File: config.mk
export PLATFORM = sky130hd
export DESIGN_NAME = rx_sync_monitor
export DESIGN_NICKNAME = d
export VERILOG_FILES = /design/src/rtl/rx_mon_pkg.sv /design/src/rtl/rx_run_detect.sv /design/src/rtl/rx_err_window.sv /design/src/rtl/rx_sync_fsm.sv /design/src/rtl/rx_pattern_capture.sv /design/src/rtl/rx_sync_monitor.sv
export SDC_FILE = /design/constraint.sdc
export NUM_CORES = 1
export LEC_CHECK = 0
export ABC_CLOCK_PERIOD_IN_PS = 2000
export BUFFER_PORTS_ARGS = -buffer_cell sky130_fd_sc_hd__buf_2
export CAP_MARGIN = 5
export CORE_AREA = 2 2 159 161
export DETAILED_ROUTE_END_ITERATION = 8
export DIE_AREA = 0 0 161 163
export GPL_ROUTABILITY_DRIVEN = 0
export PLACE_DENSITY_LB_ADDON = 0.3
export SLEW_MARGIN = 20
export SYNTH_ARGS = -nofsm -noshare
export SYNTH_HDL_FRONTEND = slang
export SYNTH_SLANG_ARGS = --single-unit
export TNS_END_PERCENT = 10
File: constraint.sdc
create_clock -name clk -period 2 [get_ports clk]
set_input_delay 0.1 -clock clk [delete_from_list [all_inputs] [get_ports clk]]
set_output_delay 0.1 -clock clk [all_outputs]
set_load 0.05 [all_outputs]
File: src/rtl/rx_mon_pkg.sv
package rx_mon_pkg;

    typedef enum logic [0:0] {
        ST_HUNT   = 1'b0,
        ST_LOCKED = 1'b1
    } sync_state_e;

    localparam int RUN_LEN_DEF  = 32;
    localparam int SYNC_LEN_DEF = 32;
    localparam int WIN_LEN_DEF  = 64;
    localparam int LOSS_THR_DEF = 6;
    localparam int PAT_W_DEF    = 32;

endpackage

File: src/rtl/rx_run_detect.sv
module rx_run_detect #(
    parameter int   RUN_LEN  = 32,
    parameter logic POLARITY = 1'b1
) (
    input  logic clk,
    input  logic rst_n,
    input  logic step,
    input  logic din,
    output logic run_flag
);
    localparam int CW = $clog2(RUN_LEN + 1);

    logic [CW-1:0] run_cnt;

    always_ff @(posedge clk or negedge rst_n) begin
        if (!rst_n) begin
            run_cnt <= '0;
        end else if (step) begin
            if (din == POLARITY) begin
                if (run_cnt != CW'(RUN_LEN))
                    run_cnt <= run_cnt + 1'b1;
            end else begin
                run_cnt <= '0;
            end
        end
    end

    assign run_flag = (run_cnt == CW'(RUN_LEN));


    run_rise_src_chk: assert property (@(posedge clk) disable iff (!rst_n)
        $rose(run_flag) |-> $past(step && (din == POLARITY)));


    run_idle_chk: assert property (@(posedge clk) disable iff (!rst_n)
        !$past(step) |-> $stable(run_cnt));

endmodule

File: src/rtl/rx_err_window.sv
module rx_err_window #(
    parameter int WIN_LEN  = 64,
    parameter int LOSS_THR = 6
) (
    input  logic clk,
    input  logic rst_n,
    input  logic clear,
    input  logic step,
    input  logic err_in,
    output logic loss_hit
);
    localparam int CW = $clog2(WIN_LEN + 1);

    logic [WIN_LEN-1:0] hist;
    logic [CW-1:0]      err_cnt;
    logic [CW-1:0]      cnt_next;

    always_comb begin
        cnt_next = err_cnt + CW'(err_in) - CW'(hist[WIN_LEN-1]);
    end

    always_ff @(posedge clk or negedge rst_n) begin
        if (!rst_n) begin
            hist    <= '0;
            err_cnt <= '0;
        end else if (clear) begin
            hist    <= '0;
            err_cnt <= '0;
        end else if (step) begin
            hist    <= {hist[WIN_LEN-2:0], err_in};
            err_cnt <= cnt_next;
        end
    end

    assign loss_hit = step && !clear && (cnt_next >= CW'(LOSS_THR));


    win_pop_chk: assert property (@(posedge clk) disable iff (!rst_n)
        err_cnt == CW'($countones(hist)));


    win_bound_chk: assert property (@(posedge clk) disable iff (!rst_n)
        err_cnt <= CW'(WIN_LEN));

endmodule

File: src/rtl/rx_sync_fsm.sv
module rx_sync_fsm
    import rx_mon_pkg::*;
#(
    parameter int SYNC_LEN = 32
) (
    input  logic clk,
    input  logic rst_n,
    input  logic step,
    input  logic bit_match,
    input  logic loss_hit,
    input  logic hold_mode,
    input  logic resync_req,
    output logic locked,
    output logic bit_err
);
    localparam int MW = $clog2(SYNC_LEN + 1);

    sync_state_e   state_q, state_d;
    logic [MW-1:0] match_q, match_d;
    logic          err_d;

    // state register
    always_ff @(posedge clk or negedge rst_n) begin
        if (!rst_n) begin
            state_q <= ST_HUNT;
            match_q <= '0;
            bit_err <= 1'b0;
        end else begin
            state_q <= state_d;
            match_q <= match_d;
            bit_err <= err_d;
        end
    end

    // next state and outputs
    always_comb begin
        state_d = state_q;
        match_d = match_q;
        err_d   = 1'b0;
        unique case (state_q)
            ST_HUNT: begin
                if (resync_req) begin
                    match_d = '0;
                end else if (step) begin
                    if (!bit_match) begin
                        match_d = '0;
                    end else if (match_q == MW'(SYNC_LEN - 1)) begin
                        match_d = '0;
                        state_d = ST_LOCKED;
                    end else begin
                        match_d = match_q + 1'b1;
                    end
                end
            end
            ST_LOCKED: begin
                match_d = '0;
                err_d   = step && !bit_match;
                if (resync_req)
                    state_d = ST_HUNT;
                else if (loss_hit && !hold_mode)
                    state_d = ST_HUNT;
            end
            default: state_d = ST_HUNT;
        endcase
    end

    assign locked = (state_q == ST_LOCKED);


    err_only_locked_chk: assert property (@(posedge clk) disable iff (!rst_n)
        bit_err |-> $past(locked));


    hold_keeps_sync_chk: assert property (@(posedge clk) disable iff (!rst_n)
        (locked && hold_mode && !resync_req) |=> locked);


    resync_hunt_chk: assert property (@(posedge clk) disable iff (!rst_n)
        resync_req |=> !locked);


    lock_needs_match_chk: assert property (@(posedge clk) disable iff (!rst_n)
        $rose(locked) |-> $past(step && bit_match));

endmodule

File: src/rtl/rx_pattern_capture.sv
module rx_pattern_capture #(
    parameter int          PAT_W     = 32,
    parameter int          ADDR_W    = 8,
    parameter logic [7:0]  BASE_ADDR = 8'h10
) (
    input  logic              clk,
    input  logic              rst_n,
    input  logic              step,
    input  logic              din,
    input  logic [ADDR_W-1:0] rd_addr,
    output logic [7:0]        rd_data,
    output logic [PAT_W-1:0]  pat_q
);
    localparam int NBYTES = PAT_W / 8;

    always_ff @(posedge clk or negedge rst_n) begin
        if (!rst_n)
            pat_q <= '0;
        else if (step)
            pat_q <= {pat_q[PAT_W-2:0], din};
    end

    // byte 0 of the map holds the oldest bits
    always_comb begin
        rd_data = 8'h00;
        for (int i = 0; i < NBYTES; i++) begin
            if (rd_addr == ADDR_W'(int'(BASE_ADDR) + i))
                rd_data = pat_q[(NBYTES - 1 - i) * 8 +: 8];
        end
    end


    pat_idle_chk: assert property (@(posedge clk) disable iff (!rst_n)
        !$past(step) |-> $stable(pat_q));


    pat_shift_chk: assert property (@(posedge clk) disable iff (!rst_n)
        step |=> (pat_q[0] == $past(din)));

endmodule

File: src/rtl/rx_sync_monitor.sv
module rx_sync_monitor
    import rx_mon_pkg::*;
#(
    parameter int RUN_LEN  = RUN_LEN_DEF,
    parameter int SYNC_LEN = SYNC_LEN_DEF,
    parameter int WIN_LEN  = WIN_LEN_DEF,
    parameter int LOSS_THR = LOSS_THR_DEF,
    parameter int PAT_W    = PAT_W_DEF
) (
    input  logic             clk,
    input  logic             rst_n,
    input  logic             rx_valid,
    input  logic             rx_bit,
    input  logic             exp_bit,
    input  logic             hold_mode,
    input  logic             resync_req,
    input  logic [7:0]       rd_addr,
    output logic [7:0]       rd_data,
    output logic [PAT_W-1:0] pat_word,
    output logic             all_ones,
    output logic             all_zeros,
    output logic             in_sync,
    output logic             searching,
    output logic             bit_err
);
    logic locked;
    logic loss_hit;
    logic bit_match;
    logic [1:0] run_flags;

    assign bit_match = (rx_bit == exp_bit);

    for (genvar g = 0; g < 2; g++) begin : g_run
        rx_run_detect #(
            .RUN_LEN  (RUN_LEN),
            .POLARITY ((g == 0) ? 1'b1 : 1'b0)
        ) u_run (
            .clk      (clk),
            .rst_n    (rst_n),
            .step     (rx_valid),
            .din      (rx_bit),
            .run_flag (run_flags[g])
        );
    end

    assign all_ones  = run_flags[0];
    assign all_zeros = run_flags[1];

    rx_err_window #(
        .WIN_LEN  (WIN_LEN),
        .LOSS_THR (LOSS_THR)
    ) u_win (
        .clk      (clk),
        .rst_n    (rst_n),
        .clear    (!locked),
        .step     (rx_valid && locked),
        .err_in   (!bit_match),
        .loss_hit (loss_hit)
    );

    rx_sync_fsm #(
        .SYNC_LEN (SYNC_LEN)
    ) u_fsm (
        .clk        (clk),
        .rst_n      (rst_n),
        .step       (rx_valid),
        .bit_match  (bit_match),
        .loss_hit   (loss_hit),
        .hold_mode  (hold_mode),
        .resync_req (resync_req),
        .locked     (locked),
        .bit_err    (bit_err)
    );

    rx_pattern_capture #(
        .PAT_W     (PAT_W),
        .ADDR_W    (8),
        .BASE_ADDR (8'h10)
    ) u_pat (
        .clk     (clk),
        .rst_n   (rst_n),
        .step    (rx_valid),
        .din     (rx_bit),
        .rd_addr (rd_addr),
        .rd_data (rd_data),
        .pat_q   (pat_word)
    );

    assign in_sync   = locked;
    assign searching = !locked;


    run_excl_chk: assert property (@(posedge clk) disable iff (!rst_n)
        !(all_ones && all_zeros));


    density_loss_src_chk: assert property (@(posedge clk) disable iff (!rst_n)
        $fell(in_sync) |-> $past(resync_req || (!hold_mode && rx_valid && !bit_match)));

endmodule

==> results.json <==
{
  "cts_root_buf": "clkbuf_16",
  "finalCritPeriodShare_pct": 102,
  "cap_violations": 0,
  "place_area_mm2": 0.00657,
  "yosys.area.top_type": "dfrtp_1",
  "clock_skew_ns": 0.00777,
  "grt-ovfl-total": 0,
  "synth_cell_type_count": 56,
  "dieArea_mm2": 0.0262,
  "wl_mm": 11.1,
  "grt_max_degree": 51,
  "grt_pass1_wl_mm": 18.7,
  "drv_slew": 0,
  "cp_max_fo": 3,
  "max_freq_mhz": 488,
  "drt_iter0_drc": 271,
  "io_pins": 60,
  "initial_utilization_pct": 23.5,
  "synth.area.top_cells": "dfrtp_1 53%, mux2i_1 12%, mux2_2 6.6%",
  "vias": 3842,
  "violations": "setup timing",
  "cts_tree": "yes",
  "wl_per_cell_um": 12.2,
  "synthFlopType": "dfrtp_1",
  "synth-seq-area-share_pct": 53.0,
  "worst-setup-path-type": "flop to flop",
  "hp-class": "primary input to flop",
  "die_height_um": 163,
  "powerDensity_mw_per_mm2": 1110,
  "yosysMostFrequentCell": "dfrtp_1",
  "max_slew_margin_pct": 57.9,
  "path_clk_slew_ns": 0.06,
  "netlist_instances": 496,
  "cp.required_ns": 2.29,
  "numCtsBuffers": 17,
  "coreArea_mm2": 0.0247,
  "worstPathArrival_ns": 2.34,
  "ys_top_cells_by_count": "123 x dfrtp_1, 83 x nor2_1, 68 x mux2i_1, 34 x mux2_2, 17 x inv_1",
  "period_needed_ns": 2.05,
  "vias_per_cell": 4.23,
  "drcViolationCount": 0,
  "synth_top_area_share_pct": 53.0,
  "peakVddDrop_uv": 579,
  "stdcell_area_mm2": 0.00719,
  "synth_area_mm2": 0.00581,
  "clk-insertion-delay-late_ns": 0.40,
  "end_kind": "flop",
  "dp_hpwl_mm": 7.55,
  "final_hold_viol_count": 0,
  "nets": 592,
  "clkSinkCount": 123,
  "drive_gt1_share_pct": 28.4,
  "cts.path.max_buffers": 2,
  "yosys_register_bits": 123,
  "syn_nets": 523,
  "rsz0062_at_grt": "yes",
  "startpoint_type": "flop",
  "leakagePower_nw": 3.31,
  "setup_viol": 2,
  "yosysWarnings": 0,
  "synth_edf_count": 0,
  "crit_chain": "xnor2_1 -> ha_2 -> inv_1 -> fa_2 -> nor2b_4 -> buf_6 -> nor4_1 -> o21ai_1 -> o211ai_1 -> a31o_1",
  "grt_use_total_pct": 8.71,
  "worst_slew_pin_slew_ns": 0.624,
  "status": "finished, violations left",
  "dr.pass1.iters": 6,
  "slowest_delay_ns": 0.38,
  "syn2layout_area_growth_pct": 23.8,
  "antenna_found_initial": 0,
  "die_w_um": 161,
  "fin_ws_ns": -0.0487,
  "crit_path_top_delay_cell": "dfrtp_1",
  "synthArstFlopShare_pct": 100,
  "n_antenna_cell": 0,
  "holdWs_ns": 0.105,
  "synth_area_per_cell_um2": 11.7,
  "grt_pass1_vias": 3825,
  "port_buffers": 59,
  "htree_levels": 4,
  "rows": 58,
  "ant_nets": 0
}
-- sequential cells by signal, summed over array words and instances (netlist names) --
| name | flops |
|---|---|
| u_fsm.locked | 1 |
| u_win.err_cnt | 7 |
| u_pat.pat_q | 32 |
| g_run.u_run.run_cnt | 12 |
| u_fsm.bit_err | 1 |
| u_fsm.match_q | 6 |
| u_win.hist | 64 |
-- cell type report --
cell class	instances	area [um^2]
clock inverter	9	120
timing repair buffer	79	504
clock buffer	23	458
sequential	123	3080
multi-input combinational	326	2550
inverter	18	67.6
fill	2533	17500
tap	330	413
-- repair_timing --
item                                   in CTS  in global routing
endpoints found under the hold margin      42                  0
cloned                                      0                  0
setup endpoints to repair                   3                  4
hold buffers                                1                  0
gates resized for setup                     7                  5
pin swaps                                   4                  2
buffers inserted                            0                  0
-- routing by layer --
metal,vias up,track usage (%),wire (um)
li1,1886,-,-
met1,1892,11.3,5080
met2,54,13.9,5460
met3,10,2.06,441
met4,0,3.77,137
met5,-,0,0
-- final timing paths --
kind	from	cells after the start	slack (ns)	to
min in group asynchronous	rst_n	2	0.24	u_pat.pat_q[22]
max	u_win.hist[63]	10	-0.05	u_fsm.locked
max reg2reg	u_win.hist[63]	10	-0.05	u_fsm.locked
max in group asynchronous	rst_n	3	1.06	u_pat.pat_q[4]
min reg2reg	u_fsm.match_q[3]	1	0.51	u_fsm.match_q[3]
min	resync_req	4	0.10	u_fsm.match_q[2]
-- stage by stage --
stage	std cells	setup WS [ns]	power, mW	utilization (%)	setup TNS, ns
after floorplan	496	-0.114	4.47	-	-0.220
after global placement	875	-0.111	5.02	26.6	-0.187
after detailed placement	875	-0.190	5.04	26.6	-0.303
after CTS	908	-0.105	8.10	29.1	-0.105
after global routing	908	-0.176	8.34	29.1	-0.325
final	908	-0.0487	8.00	29.1	-0.0574
-- logic make-up (layout without fill, tap and decap cells) --
logic type               Yosys count  in the layout  synth area share [%]
XOR/XNOR                           8              8                  1.53
AO/OA/AOI/OAI                     48             48                  5.39
buffers and inverters             47            129                  3.58
multiplexers                     110            110                  21.4
AND/OR/NAND/NOR                  148            148                  12.3
adder cells (fa/ha/maj)           12             12                  2.72
flip-flops                       123            123                  53.0
-- where the power goes --
part	internal, mW	total (mW)	switching (mW)
clock	1.98	3.00	1.02
combinational	0.579	1.86	1.28
sequential	2.78	3.14	0.362
-- placed cells by master (no fill, tap or decap), drive strengths merged, types with 3 or more instances in the layout --
cell type	instances
mux2i	68
nor2b	7
nor2	83
dfrtp	123
xnor2	4
nand2	15
nor4	3
mux4	8
o21ai	17
nand4	4
o22ai	7
and3	8
inv	18
nor3b	3
bufinv	3
a21oi	8
nor3	7
mux2	34
nand3	6
clkbuf	23
xor2	4
clkinv	6
ha	11
buf	78
-- worst max-delay path, delay by kind of cell (launching register included) --
family / cells / cell delay, ns
flip-flops: 1 / 0.38
AO/OA/AOI/OAI: 3 / 0.48
XOR/XNOR: 1 / 0.15
adder cells (fa/ha/maj): 2 / 0.57
AND/OR/NAND/NOR: 2 / 0.19
buffers and inverters: 2 / 0.16
Power figures use the tool's default switching activity.
